$ cat config.mk
export PLATFORM = sky130hd
export DESIGN_NAME = irq_dual_bank_ctrl
export DESIGN_NICKNAME = d
export VERILOG_FILES = /design/src/rtl/irq_dual_bank_pkg.sv /design/src/rtl/irq_sync.sv /design/src/rtl/irq_bank.sv /design/src/rtl/irq_dual_bank_ctrl.sv
export SDC_FILE = /design/constraint.sdc
export NUM_CORES = 1
export LEC_CHECK = 0
export BUFFER_PORTS_ARGS = -buffer_cell sky130_fd_sc_hd__buf_2
export CAP_MARGIN = 30
export CELL_PAD_IN_SITES_DETAIL_PLACEMENT = 0
export CELL_PAD_IN_SITES_GLOBAL_PLACEMENT = 1
export CORE_MARGIN = 4
export CORE_UTILIZATION = 45
export DETAILED_ROUTE_END_ITERATION = 12
export PLACE_DENSITY = 0.84
export RECOVER_POWER = 25
export SETUP_SLACK_MARGIN = 0.3
export SLEW_MARGIN = 25
export SYNTH_ARGS = -nofsm -noshare
export SYNTH_HDL_FRONTEND = slang
export SYNTH_SLANG_ARGS = --single-unit
$ cat constraint.sdc
create_clock -name clk -period 1.67 [get_ports clk]
set_input_delay 0.334 -clock clk [delete_from_list [all_inputs] [get_ports clk]]
set_output_delay 0.334 -clock clk [all_outputs]
set_load 0.03 [all_outputs]
$ cat src/rtl/irq_dual_bank_pkg.sv
package irq_dual_bank_pkg;
   localparam int DW = 32;
   localparam int IW = 4;
   localparam int NBANKS = 2;

   typedef enum logic [2:0] {
      SEL_RAW  = 3'd0,
      SEL_MASK = 3'd1,
      SEL_CLR  = 3'd2,
      SEL_MODE = 3'd3,
      SEL_POL  = 3'd4,
      SEL_STAT = 3'd5
   } reg_sel_e;
endpackage

$ cat src/rtl/irq_sync.sv
module irq_sync #(
   parameter int NLINES = 32,
   parameter int STAGES = 2
) (
   input  logic              clk,
   input  logic              rst_n,
   input  logic [NLINES-1:0] async_in,
   output logic [NLINES-1:0] lvl,
   output logic [NLINES-1:0] lvl_d
);
   initial begin
      if (STAGES < 2) $error("irq_sync: STAGES must be at least 2");
   end

   logic [NLINES-1:0] chain [STAGES];

   for (genvar s = 0; s < STAGES; s++) begin : g_stage
      if (s == 0) begin : g_first
         always_ff @(posedge clk or negedge rst_n) begin
            if (!rst_n) chain[s] <= '0;
            else        chain[s] <= async_in;
         end
      end else begin : g_next
         always_ff @(posedge clk or negedge rst_n) begin
            if (!rst_n) chain[s] <= '0;
            else        chain[s] <= chain[s-1];
         end
      end
   end

   assign lvl = chain[STAGES-1];

   always_ff @(posedge clk or negedge rst_n) begin
      if (!rst_n) lvl_d <= '0;
      else        lvl_d <= lvl;
   end
endmodule

$ cat src/rtl/irq_bank.sv
module irq_bank #(
   parameter int NLINES = 32
) (
   input  logic              clk,
   input  logic              rst_n,
   input  logic [NLINES-1:0] lvl,
   input  logic [NLINES-1:0] lvl_d,
   input  logic              we_mask,
   input  logic              we_mode,
   input  logic              we_pol,
   input  logic [NLINES-1:0] clr_vec,
   input  logic [NLINES-1:0] wdata,
   output logic [NLINES-1:0] mask_q,
   output logic [NLINES-1:0] mode_q,
   output logic [NLINES-1:0] pol_q,
   output logic [NLINES-1:0] latch_q,
   output logic [NLINES-1:0] evt,
   output logic [NLINES-1:0] pend,
   output logic [NLINES-1:0] stat,
   output logic              req
);
   logic [NLINES-1:0] latch_d;

   always_ff @(posedge clk or negedge rst_n) begin
      if (!rst_n) begin
         mask_q <= '0;
         mode_q <= '0;
         pol_q  <= '0;
      end else begin
         if (we_mask) mask_q <= wdata;
         if (we_mode) mode_q <= wdata;
         if (we_pol)  pol_q  <= wdata;
      end
   end

   for (genvar i = 0; i < NLINES; i++) begin : g_line
      logic rise_i, fall_i;
      assign rise_i     = lvl[i] & ~lvl_d[i];
      assign fall_i     = ~lvl[i] & lvl_d[i];
      assign evt[i]     = pol_q[i] ? fall_i : rise_i;
      // a fresh event beats a simultaneous clear; level lines keep no latch
      assign latch_d[i] = mode_q[i] & (evt[i] | (latch_q[i] & ~clr_vec[i]));
      assign pend[i]    = mode_q[i] ? latch_q[i] : (lvl[i] ^ pol_q[i]);
   end

   always_ff @(posedge clk or negedge rst_n) begin
      if (!rst_n) latch_q <= '0;
      else        latch_q <= latch_d;
   end

   assign stat = pend & mask_q;
   assign req  = |stat;
endmodule

$ cat src/rtl/irq_dual_bank_ctrl.sv
module irq_dual_bank_ctrl
   import irq_dual_bank_pkg::*;
#(
   parameter int NLINES      = 32,
   parameter int SYNC_STAGES = 2
) (
   input  logic              clk,
   input  logic              rst_n,
   input  logic [NLINES-1:0] irq_in,
   input  logic              bus_we,
   input  logic [IW-1:0]     bus_widx,
   input  logic [DW-1:0]     bus_wdata,
   output logic [DW-1:0]     bus_rdata,
   output logic              norm_req,
   output logic              fast_req
);
   initial begin
      if (NLINES < 1 || NLINES > DW) $error("irq_dual_bank_ctrl: NLINES out of range");
   end

   localparam int SELW = IW - 1;

   logic [NLINES-1:0] lvl, lvl_d;
   logic [NLINES-1:0] mask_v [NBANKS];
   logic [NLINES-1:0] mode_v [NBANKS];
   logic [NLINES-1:0] pol_v  [NBANKS];
   logic [NLINES-1:0] latch_v[NBANKS];
   logic [NLINES-1:0] evt_v  [NBANKS];
   logic [NLINES-1:0] pend_v [NBANKS];
   logic [NLINES-1:0] stat_v [NBANKS];
   logic [NLINES-1:0] clr_v  [NBANKS];
   logic              req_v  [NBANKS];

   logic              bank_sel;
   reg_sel_e          reg_sel;

   assign bank_sel = bus_widx[IW-1];
   assign reg_sel  = reg_sel_e'(bus_widx[SELW-1:0]);

   irq_sync #(.NLINES(NLINES), .STAGES(SYNC_STAGES)) u_sync (
      .clk      (clk),
      .rst_n    (rst_n),
      .async_in (irq_in),
      .lvl      (lvl),
      .lvl_d    (lvl_d)
   );

   for (genvar b = 0; b < NBANKS; b++) begin : g_bank
      logic hit;
      assign hit      = bus_we && (bank_sel == b[0]);
      assign clr_v[b] = (hit && reg_sel == SEL_CLR) ? bus_wdata[NLINES-1:0] : '0;

      irq_bank #(.NLINES(NLINES)) u_bank (
         .clk     (clk),
         .rst_n   (rst_n),
         .lvl     (lvl),
         .lvl_d   (lvl_d),
         .we_mask (hit && reg_sel == SEL_MASK),
         .we_mode (hit && reg_sel == SEL_MODE),
         .we_pol  (hit && reg_sel == SEL_POL),
         .clr_vec (clr_v[b]),
         .wdata   (bus_wdata[NLINES-1:0]),
         .mask_q  (mask_v[b]),
         .mode_q  (mode_v[b]),
         .pol_q   (pol_v[b]),
         .latch_q (latch_v[b]),
         .evt     (evt_v[b]),
         .pend    (pend_v[b]),
         .stat    (stat_v[b]),
         .req     (req_v[b])
      );
   end

   always_comb begin
      logic [NLINES-1:0] vec;
      vec = '0;
      case (reg_sel)
         SEL_RAW:  vec = pend_v[bank_sel];
         SEL_MASK: vec = mask_v[bank_sel];
         SEL_MODE: vec = mode_v[bank_sel];
         SEL_POL:  vec = pol_v[bank_sel];
         SEL_STAT: vec = stat_v[bank_sel];
         default:  vec = '0;
      endcase
      bus_rdata             = '0;
      bus_rdata[NLINES-1:0] = vec;
   end

   assign norm_req = req_v[0];
   assign fast_req = req_v[1];
endmodule

==> flow_metrics.env, run 1 <==
export IMPL_period_share_pct=183
export IMPL_holdPathEnd="g_bank[0].u_bank.mask_q[18]"
export IMPL_r2r_end="g_bank[1].u_bank.latch_q[29]"
export IMPL_syn_num_nets=1637
export IMPL_io_pins=105
export IMPL_min_path_type="in -> reg"
export IMPL_ys_seq_elements=352
export IMPL_place_inst=2453
export IMPL_r2r_slack_ps=440
export IMPL_fin_skew_ps=12.7
export IMPL_antenna_cells=0
export IMPL_placed_cell_area_mm2=0.0222
export IMPL_end_kind="output port"
export IMPL_rr_worst_depth=4
export IMPL_grt_pass1_vias=15500
export IMPL_cap_violations=0
export IMPL_synth_edf_count=0
export IMPL_vias_per_cell=5.85
export IMPL_hpwlAfterDp_um=38100
export IMPL_worstHoldStart="bus_wdata[18]"
export IMPL_setup_viol_count_final=34
export IMPL_synthArstFlopShare_pct=100
export IMPL_worst_slew_pin_slew_ps=913
export IMPL_gp_congestion=0.865
export IMPL_timing_hold_ws_ps=96.4
export IMPL_yosysSeqAreaShare_pct=49.2
export IMPL_rows=72
export IMPL_grt_usage_pct=26.4
export IMPL_wl_per_cell_um=23.3
export IMPL_antenna_left=0
export IMPL_port_buffers=104
export IMPL_h_tree_depth=2
export IMPL_p_clk_share_pct=30.8
export IMPL_fin_crit_ps=3050
export IMPL_die_h_um=207
export IMPL_p_leak_nw=11.6
export IMPL_avgSynthCellArea_um2=11.4
export IMPL_status="complete, but fails checks"
export IMPL_netSwitchingFraction_pct=30.5
export IMPL_final_util_pct=66.6
export IMPL_p_per_area_mw_per_mm2=1190
export IMPL_syn_area_mm2=0.0179
export IMPL_dieWidth_um=207
export IMPL_n_fill_cell=2762
export IMPL_fin_ws_ps=-1380
export IMPL_syn_inst=1566
export IMPL_drive_above_1_share_pct=44.6
export IMPL_clock_tree_root_cell="clkbuf_16"
export IMPL_p_int_mw=21.5
export IMPL_finalSetupTns_ps=-26870
export IMPL_cts_max_path_buffers=3
export IMPL_netlist_top_cell_by_area="dfrtp_1"
export IMPL_finalMaxSlewViolations=0
export IMPL_violations="setup timing"
export IMPL_cp_start_kind="register"
export IMPL_drt_pass1_iter_count=5
export IMPL_worstReg2RegStart="u_sync.lvl[29]"
export IMPL_critical_path_arrival_ps=2710
export IMPL_seq_power_share_pct=36.3
export IMPL_place_ws_ps=-757
export IMPL_synth_top_cell_area_share_pct=49.2
export IMPL_yosys_top_cells_count="dfrtp_1 (352), nand2_1 (172), mux2_4 (120)"
export IMPL_drt_wl_total_um=61200
export IMPL_yosysWarnings=0
export IMPL_crit_path_max_fanout=6
export IMPL_clock_sinks=352
export IMPL_yosysMostFrequentCell="dfrtp_1"
export IMPL_final_hold_viol_count=0
export IMPL_core_mm2=0.0390
export IMPL_ys_types=55
export IMPL_p_comb_share_pct=32.9
export IMPL_path_class="reg -> out"
export IMPL_die_area_mm2=0.0430
export IMPL_drc_errors=0
export IMPL_ir_worst_vdd_mv=0.658
export IMPL_insertion_delay_ps=550
export IMPL_grt_pass1_wl_um=90800
export IMPL_p_sw_mw=9.45
export IMPL_holdPathStages=3
export IMPL_required_ps=1340
export IMPL_fmax_mhz=328
export IMPL_synth_main_ff_cell="dfrtp_1"
export IMPL_stdcell_area_mm2=0.0260
export IMPL_grt_max_degree=48
export IMPL_start_util_pct=45.9
export IMPL_grt_ovfl_total=0
export IMPL_grt_setup_unrepaired="true"
export IMPL_syn2layout_area_growth_pct=45.1
export IMPL_via_count=15400
export IMPL_drt_iter0_drc=1470
export IMPL_fin_cells=2626
export IMPL_final_nets=2150
export IMPL_slew_headroom_pct=39.1
export IMPL_synth_area_top_cells="dfrtp_1 (49%), mux2_4 (10%), nand2_1 (3.6%), a21boi_0 (3.1%), mux2_2 (3.0%)"
export IMPL_antenna_found_initial=3
export IMPL_cts_buffers=40
export IMPL_clk_pin_slew_ps=60
export IMPL_p_total_mw=31.0
export IMPL_cts_tree="yes"
[power by group through the flow]
stage | combinational [mW] | clock [mW] | sequential [mW]
final | 10.2 | 9.53 | 11.2
after global routing | 10.8 | 10.0 | 11.4
after CTS | 9.60 | 9.67 | 11.1
after detailed placement | 8.78 | 0 | 11.2
after global placement | 8.57 | 0 | 11.1
after floorplan | 4.53 | 0 | 11.4
[critical path: stages (launching register included)]
cell and delay [ps]:
dfrtp_1 390, buf_6 140, xor2_1 160, mux2i_1 210, buf_4 170, o22ai_1 130
nor4_2 360, nand4_1 350, buf_6 260
[worst max-delay path by stage]
| stage | from | end | slack, ps | cells past startpoint |
|---|---|---|---|---|
| 2_1_floorplan | u_sync.lvl[8] | norm_req | -220 | 5 |
| 3_3_place_gp | u_sync.lvl[4] | fast_req | -750 | 7 |
| 3_5_place_dp | u_sync.lvl[4] | fast_req | -760 | 7 |
| 4_1_cts | u_sync.lvl[26] | fast_req | -1210 | 7 |
| 5_1_grt | u_sync.lvl[0] | fast_req | -1350 | 8 |
| 6_report | u_sync.lvl[0] | fast_req | -1380 | 8 |
[cell usage in the layout, fill, tap and decap left out, drive strengths merged, types with 3 or more instances in the layout]
cell type,instances
mux2,180
o21bai,41
dlygate4sd3,33
a21boi,76
a2111oi,3
nand4,3
nor3b,64
nor3,3
a221oi,42
xnor2,15
a22o,6
bufinv,7
nand2b,20
o22ai,14
o21ai,59
mux2i,37
a22oi,46
nand2,172
a21oi,37
dfrtp,352
xor2,48
and3b,3
nor2b,6
nor2,109
clkinv,5
buf,500
clkbuf,74
o211ai,14
nor4,6
inv,33
o31a,61
o311a,17
o2111ai,4
[timing repair]
item / 4_1_cts / 5_1_grt
pin swaps: 65 / 79
hold endpoints to repair: 59 / 0
buffers inserted: 33 / 19
hold buffers: 33 / 0
cloned: 8 / 9
resized for setup: 211 / 113
endpoints found under the setup margin: 257 / 234
[cell type report]
cell class / instances / area, um^2 / area share, %
multi-input combinational: 1102 / 9610 / 37.0
sequential: 352 / 8810 / 33.9
timing repair buffer: 550 / 5340 / 20.6
clock buffer: 57 / 1180 / 4.53
tap: 518 / 648 / 2.50
clock inverter: 14 / 250 / 0.964
inverter: 33 / 124 / 0.477
[registers in the layout, summed over array words and instances, names as in the netlist]
| signal | flops |
|---|---|
| g_bank.u_bank.mask_q | 64 |
| u_sync.lvl_d | 32 |
| u_sync.chain | 32 |
| g_bank.u_bank.pol_q | 64 |
| g_bank.u_bank.latch_q | 64 |
| g_bank.u_bank.mode_q | 64 |
| u_sync.lvl | 32 |
[cells by family after synthesis]
group | count (synthesis) | synth area share (%)
flip-flops | 352 | 49.2
AO/OA/AOI/OAI | 424 | 17.4
multiplexers | 219 | 16.2
buffers and inverters | 112 | 3.43
AND/OR/NAND/NOR | 396 | 10.7
XOR/XNOR | 63 | 3.08
[routing by layer]
layer  wire length, um  part of all wire (%)  GRT usage, %  vias to the layer above
met1             25400                    42          36.0                     7767
met5                28                 0.046             0                        -
met3              4360                   7.1          4.68                      181
met4              2670                   4.4          9.14                        4
met2             28700                    47          42.6                      670
li1                  -                     -             -                     6753
Note: power is estimated with default switching activity, not from simulation.
==> inputs of run 2 (changes only) <==
- RECOVER_POWER: 25 -> default
==> run 2 against run 1 <==
The run still ends with setup timing left. First-iteration DRC count is 1.0% lower. Global-route usage stayed put. Core utilization is 0.11 points higher. Sequential share of layout area hardly changed. Highest routed layer unchanged.
==> flow_metrics.env, run 2 (synthesis gave the netlist of run 1 again) <==
export IMPL_antenna_left=0
export IMPL_worstHoldStart="bus_wdata[18]"
export IMPL_required_ps=1340
export IMPL_min_path_type="in -> reg"
export IMPL_holdPathEnd="g_bank[0].u_bank.mask_q[18]"
export IMPL_gp_congestion=0.865
export IMPL_top_usage_layer="met2"
export IMPL_drt_iter0_drc=1455
export IMPL_grt_usage_pct=26.4
export IMPL_crit_path_max_fanout=6
export IMPL_seq_power_share_pct=36.3
export IMPL_cp_start_kind="register"
export IMPL_port_buffers=104
export IMPL_io_pins=105
export IMPL_drt_wl_total_um=61100
export IMPL_place_ws_ps=-757
export IMPL_wl_per_cell_um=23.3
export IMPL_p_leak_nw=11.6
export IMPL_final_hold_viol_count=0
export IMPL_violations="setup timing"
export IMPL_grt_max_degree=48
export IMPL_worstReg2RegStart="u_sync.lvl[29]"
export IMPL_drt_pass1_iter_count=5
export IMPL_grt_pass1_wl_um=90800
export IMPL_final_nets=2150
export IMPL_finalMaxSlewViolations=0
export IMPL_period_share_pct=183
export IMPL_ir_worst_vdd_mv=0.657
export IMPL_layout_common_cells="dfrtp_1 (345), buf_4 (299), nand2_1 (169)"
export IMPL_p_int_mw=21.5
export IMPL_die_area_mm2=0.0430
export IMPL_cap_violations=0
export IMPL_p_clk_share_pct=30.7
export IMPL_cts_tree="yes"
export IMPL_final_common_cell="dfrtp_1"
export IMPL_p_per_area_mw_per_mm2=1190
export IMPL_fin_crit_ps=3060
export IMPL_clk_pin_slew_ps=60
export IMPL_status="complete, but fails checks"
export IMPL_slew_headroom_pct=65.0
export IMPL_p_sw_mw=9.46
export IMPL_grtUsageMet1_pct=36.0
export IMPL_insertion_delay_ps=560
export IMPL_syn2layout_area_growth_pct=45.4
export IMPL_drc_errors=0
export IMPL_r2r_end="g_bank[1].u_bank.latch_q[29]"
export IMPL_via_count=15300
export IMPL_rows=72
export IMPL_final_util_pct=66.7
export IMPL_n_fill_cell=2748
export IMPL_clock_sinks=352
export IMPL_antenna_found_initial=3
export IMPL_grt_setup_unrepaired="true"
export IMPL_fmax_mhz=327
export IMPL_cts_buffers=40
export IMPL_vias_per_cell=5.81
export IMPL_fin_skew_ps=16.1
export IMPL_rr_worst_depth=4
export IMPL_h_tree_depth=2
export IMPL_core_mm2=0.0390
export IMPL_hpwlAfterDp_um=38100
export IMPL_holdPathStages=3
export IMPL_drive_above_1_share_pct=45.1
export IMPL_fin_ws_ps=-1390
export IMPL_setup_viol_count_final=34
export IMPL_critical_path_arrival_ps=2730
export IMPL_gr_usage_met2_pct=42.6
export IMPL_start_util_pct=45.9
export IMPL_antenna_cells=0
export IMPL_clock_tree_root_cell="clkbuf_16"
export IMPL_die_h_um=207
export IMPL_worst_slew_pin_slew_ps=525
export IMPL_dieWidth_um=207
export IMPL_netSwitchingFraction_pct=30.5
export IMPL_path_class="reg -> out"
export IMPL_grt_ovfl_total=0
export IMPL_p_comb_share_pct=33.0
export IMPL_cts_max_path_buffers=3
export IMPL_end_kind="output port"
export IMPL_r2r_slack_ps=440
export IMPL_grt_pass1_vias=15500
export IMPL_grt_use_met3_pct=4.68
==> run 2: changes by cell type in the layout (fill, tap and decap cells not counted), sizes merged <==
cell	previous run	this run
buf	500	509
clkbuf	74	65
==> run 2: power groups by stage <==
stage | Sequential, mW | Combinational (mW) | Clock (mW)
final | 11.3 | 10.2 | 9.53
after global routing | 11.4 | 10.8 | 10.0
after CTS | 11.1 | 9.60 | 9.67
after detailed placement | 11.2 | 8.78 | 0
after global placement | 11.1 | 8.57 | 0
after floorplan | 11.4 | 4.53 | 0
==> run 2: worst max path at each step <==
stage / cells after the start / from / to
after detailed placement: 7 / u_sync.lvl[4] / fast_req
final: 8 / u_sync.lvl[0] / fast_req
after floorplan: 5 / u_sync.lvl[8] / norm_req
after global routing: 8 / u_sync.lvl[0] / fast_req
after CTS: 7 / u_sync.lvl[26] / fast_req
after global placement: 7 / u_sync.lvl[4] / fast_req
==> run 2: what timing repair did <==
item,in CTS,in global routing
gates cloned,8,9
hold buffers,33,0
setup buffers,33,19
endpoints found under the setup margin,257,234
resized for setup,211,113
hold endpoints to repair,59,0
pin swaps,65,79
==> run 2: stage by stage <==
step / cell area, um^2 / total power [mW] / cells / setup TNS, ps / hold WS [ps]
finish: 26000 / 31.0 / 2626 / -26680 / 94.4
global route: 26000 / 32.3 / 2626 / -29010 / 106
CTS: 25200 / 30.4 / 2598 / -27150 / 75.6
detailed placement: 22200 / 20.0 / 2453 / -104750 / 300
global placement: 22200 / 19.7 / 2453 / -101680 / 299
floorplan: 18700 / 15.9 / 1566 / -3890 / 38.4
==> run 2: area by class of cell <==
cell class	count	area, um^2	share of cell area (%)
Multi-Input combinational cell	1102	9610	37.0
Inverter	33	124	0.476
Sequential cell	352	8820	33.9
Tap cell	518	648	2.49
Clock inverter	14	250	0.962
Clock buffer	57	1180	4.52
Timing Repair Buffer	550	5380	20.7
==> run 2: layer usage <==
metal / share of wire (%) / vias to the layer above / wire length (um)
met5: 0.046 / - / 28
met4: 4.3 / 4 / 2610
met3: 7.0 / 174 / 4280
met2: 47 / 597 / 28800
met1: 42 / 7741 / 25400
li1: - / 6743 / -
==> run 2: critical path, stage by stage, from the launching register on <==
cell	delay [ps]
dfrtp_1	390
buf_6	140
xor2_1	160
mux2i_1	210
buf_4	170
o22ai_1	120
nor4_2	360
nand4_1	360
buf_6	260
==> inputs of run 3 (changes only) <==
- CORE_MARGIN: 4 -> 5
==> run 3 against run 2 <==
The run still ends with setup timing left. Die area grew 1.9%. Cell count shrank 0.27%. Non-clock buffer count is 17 lower. First-iteration DRC count shrank 11%. Clock skew up 1.3 ps.
==> flow_metrics.env, run 3 (synthesis gave the netlist of run 1 again) <==
export IMPL_status="complete, but fails checks"
export IMPL_violations="setup timing"
export IMPL_gp_congestion=0.857
export IMPL_die_h_um=209
export IMPL_stdcell_area_mm2=0.0256
export IMPL_crit_start="u_sync.lvl[4]"
export IMPL_grt_max_degree=86
export IMPL_period_share_pct=181
export IMPL_grt_ovfl_total=0
export IMPL_fin_ws_ps=-1350
export IMPL_wl_per_cell_um=22.4
export IMPL_drc_errors=0
export IMPL_io_pins=105
export IMPL_cts_max_path_buffers=3
export IMPL_cts_tree="yes"
export IMPL_placed_cell_area_mm2=0.0223
export IMPL_cp_start_kind="register"
export IMPL_final_nets=2133
export IMPL_h_tree_depth=2
export IMPL_path_class="reg -> out"
export IMPL_antenna_left=0
export IMPL_hpwlAfterDp_um=37700
export IMPL_clock_tree_root_cell="clkbuf_16"
export IMPL_worstReg2RegStart="u_sync.lvl[23]"
export IMPL_fin_crit_ps=3020
export IMPL_timing_hold_ws_ps=95.2
export IMPL_setup_viol_count_final=34
export IMPL_required_ps=1340
export IMPL_insertion_delay_ps=560
export IMPL_final_hold_viol_count=0
export IMPL_drive_above_1_share_pct=45.1
export IMPL_drt_iter0_drc=1289
export IMPL_finalSetupTns_ps=-25670
export IMPL_place_ws_ps=-790
export IMPL_p_clk_share_pct=29.6
export IMPL_seq_power_share_pct=37.4
export IMPL_drt_pass1_iter_count=5
export IMPL_p_per_area_mw_per_mm2=1170
export IMPL_grt_pass1_wl_um=88500
export IMPL_end_kind="output port"
export IMPL_start_util_pct=45.2
export IMPL_critical_path_arrival_ps=2690
export IMPL_finalMaxSlewViolations=0
export IMPL_cts_buffers=40
export IMPL_fmax_mhz=331
export IMPL_grt_setup_unrepaired="true"
export IMPL_worst_slew_pin_slew_ps=482
export IMPL_antenna_found_initial=3
export IMPL_fin_skew_ps=17.5
export IMPL_p_sw_mw=9.31
export IMPL_netSwitchingFraction_pct=31.1
export IMPL_place_inst=2462
export IMPL_cap_violations=0
export IMPL_layout_common_cells="dfrtp_1 (340), buf_4 (299), nand2_1 (164)"
export IMPL_min_path_type="in -> reg"
export IMPL_fin_cells=2619
export IMPL_rows=73
export IMPL_core_mm2=0.0395
export IMPL_p_int_mw=20.6
export IMPL_p_comb_share_pct=33.0
export IMPL_grt_pass1_vias=15500
export IMPL_die_area_mm2=0.0438
export IMPL_worstHoldStart="bus_wdata[26]"
export IMPL_crit_path_max_fanout=2
export IMPL_port_buffers=104
export IMPL_clock_sinks=352
export IMPL_slew_headroom_pct=67.9
export IMPL_syn2layout_area_growth_pct=43.0
export IMPL_via_count=14900
export IMPL_final_common_cell="dfrtp_1"
export IMPL_p_leak_nw=11.5
export IMPL_vias_per_cell=5.69
export IMPL_grt_usage_pct=25.5
export IMPL_dieWidth_um=209
export IMPL_drt_wl_total_um=58800
export IMPL_ir_worst_vdd_mv=0.854
export IMPL_clk_pin_slew_ps=60
## run 3: cell types whose count changed in the layout (fill, tap and decap cells not counted), sizes merged
cell	before	now
inv	33	35
diode	0	1
buf	509	494
clkinvlp	2	3
bufinv	7	2
clkbuf	65	67
## run 3: metrics by stage
stage / power (mW) / util (%)
global placement: 19.7 / 56.3
global route: 31.2 / 64.7
floorplan: 15.9 / -
finish: 29.9 / 64.7
CTS: 29.5 / 62.8
detailed placement: 20.0 / 56.3
## run 3: repair_timing
item,in CTS,in global routing
pin swaps,54,80
buffers inserted,23,14
hold buffers,33,0
cloned,7,6
endpoints found under the setup margin,193,265
endpoints found under the hold margin,287,0
resized for setup,177,135
## run 3: power groups by stage
stage	Combinational, mW	Clock (mW)	Sequential, mW
6_report	9.89	8.86	11.2
5_1_grt	10.5	9.32	11.4
4_1_cts	9.41	9.00	11.1
3_5_place_dp	8.77	0	11.2
3_3_place_gp	8.56	0	11.1
2_1_floorplan	4.53	0	11.4
## run 3: final cells by class
type	count	area, um^2
multi-input combinational	1102	9540
fill	2919	14000
tap	525	657
sequential	352	8820
timing repair buffer	533	5130
clock inverter	12	129
inverter	33	124
antenna	1	2.50
clock buffer	61	1180
## run 3: final timing paths
path,end,cells past startpoint,slack [ps]
worst min-delay path,g_bank[0].u_bank.mask_q[26],3,100
worst max register to register,g_bank[1].u_bank.latch_q[23],5,350
max in group asynchronous,g_bank[1].u_bank.mask_q[14],4,700
min in group asynchronous,g_bank[0].u_bank.mode_q[26],2,190
worst max-delay path,fast_req,7,-1350
worst min register to register,u_sync.lvl[4],0,350
## run 3: per-layer routing
layer	up-vias	GRT usage (%)	routed length [um]
li1	6718	-	-
met1	7549	34.0	24500
met2	485	41.6	28000
met3	134	4.74	4100
met4	4	9.79	2140
met5	-	0	17
## run 3: worst max-delay path: stages (launching register included)
cell and delay (ps):
dfrtp_1 420, buf_6 150, xor2_2 140, o211ai_1 390
o2111ai_2 210, nor3_1 210, nand4_1 340, buf_6 260
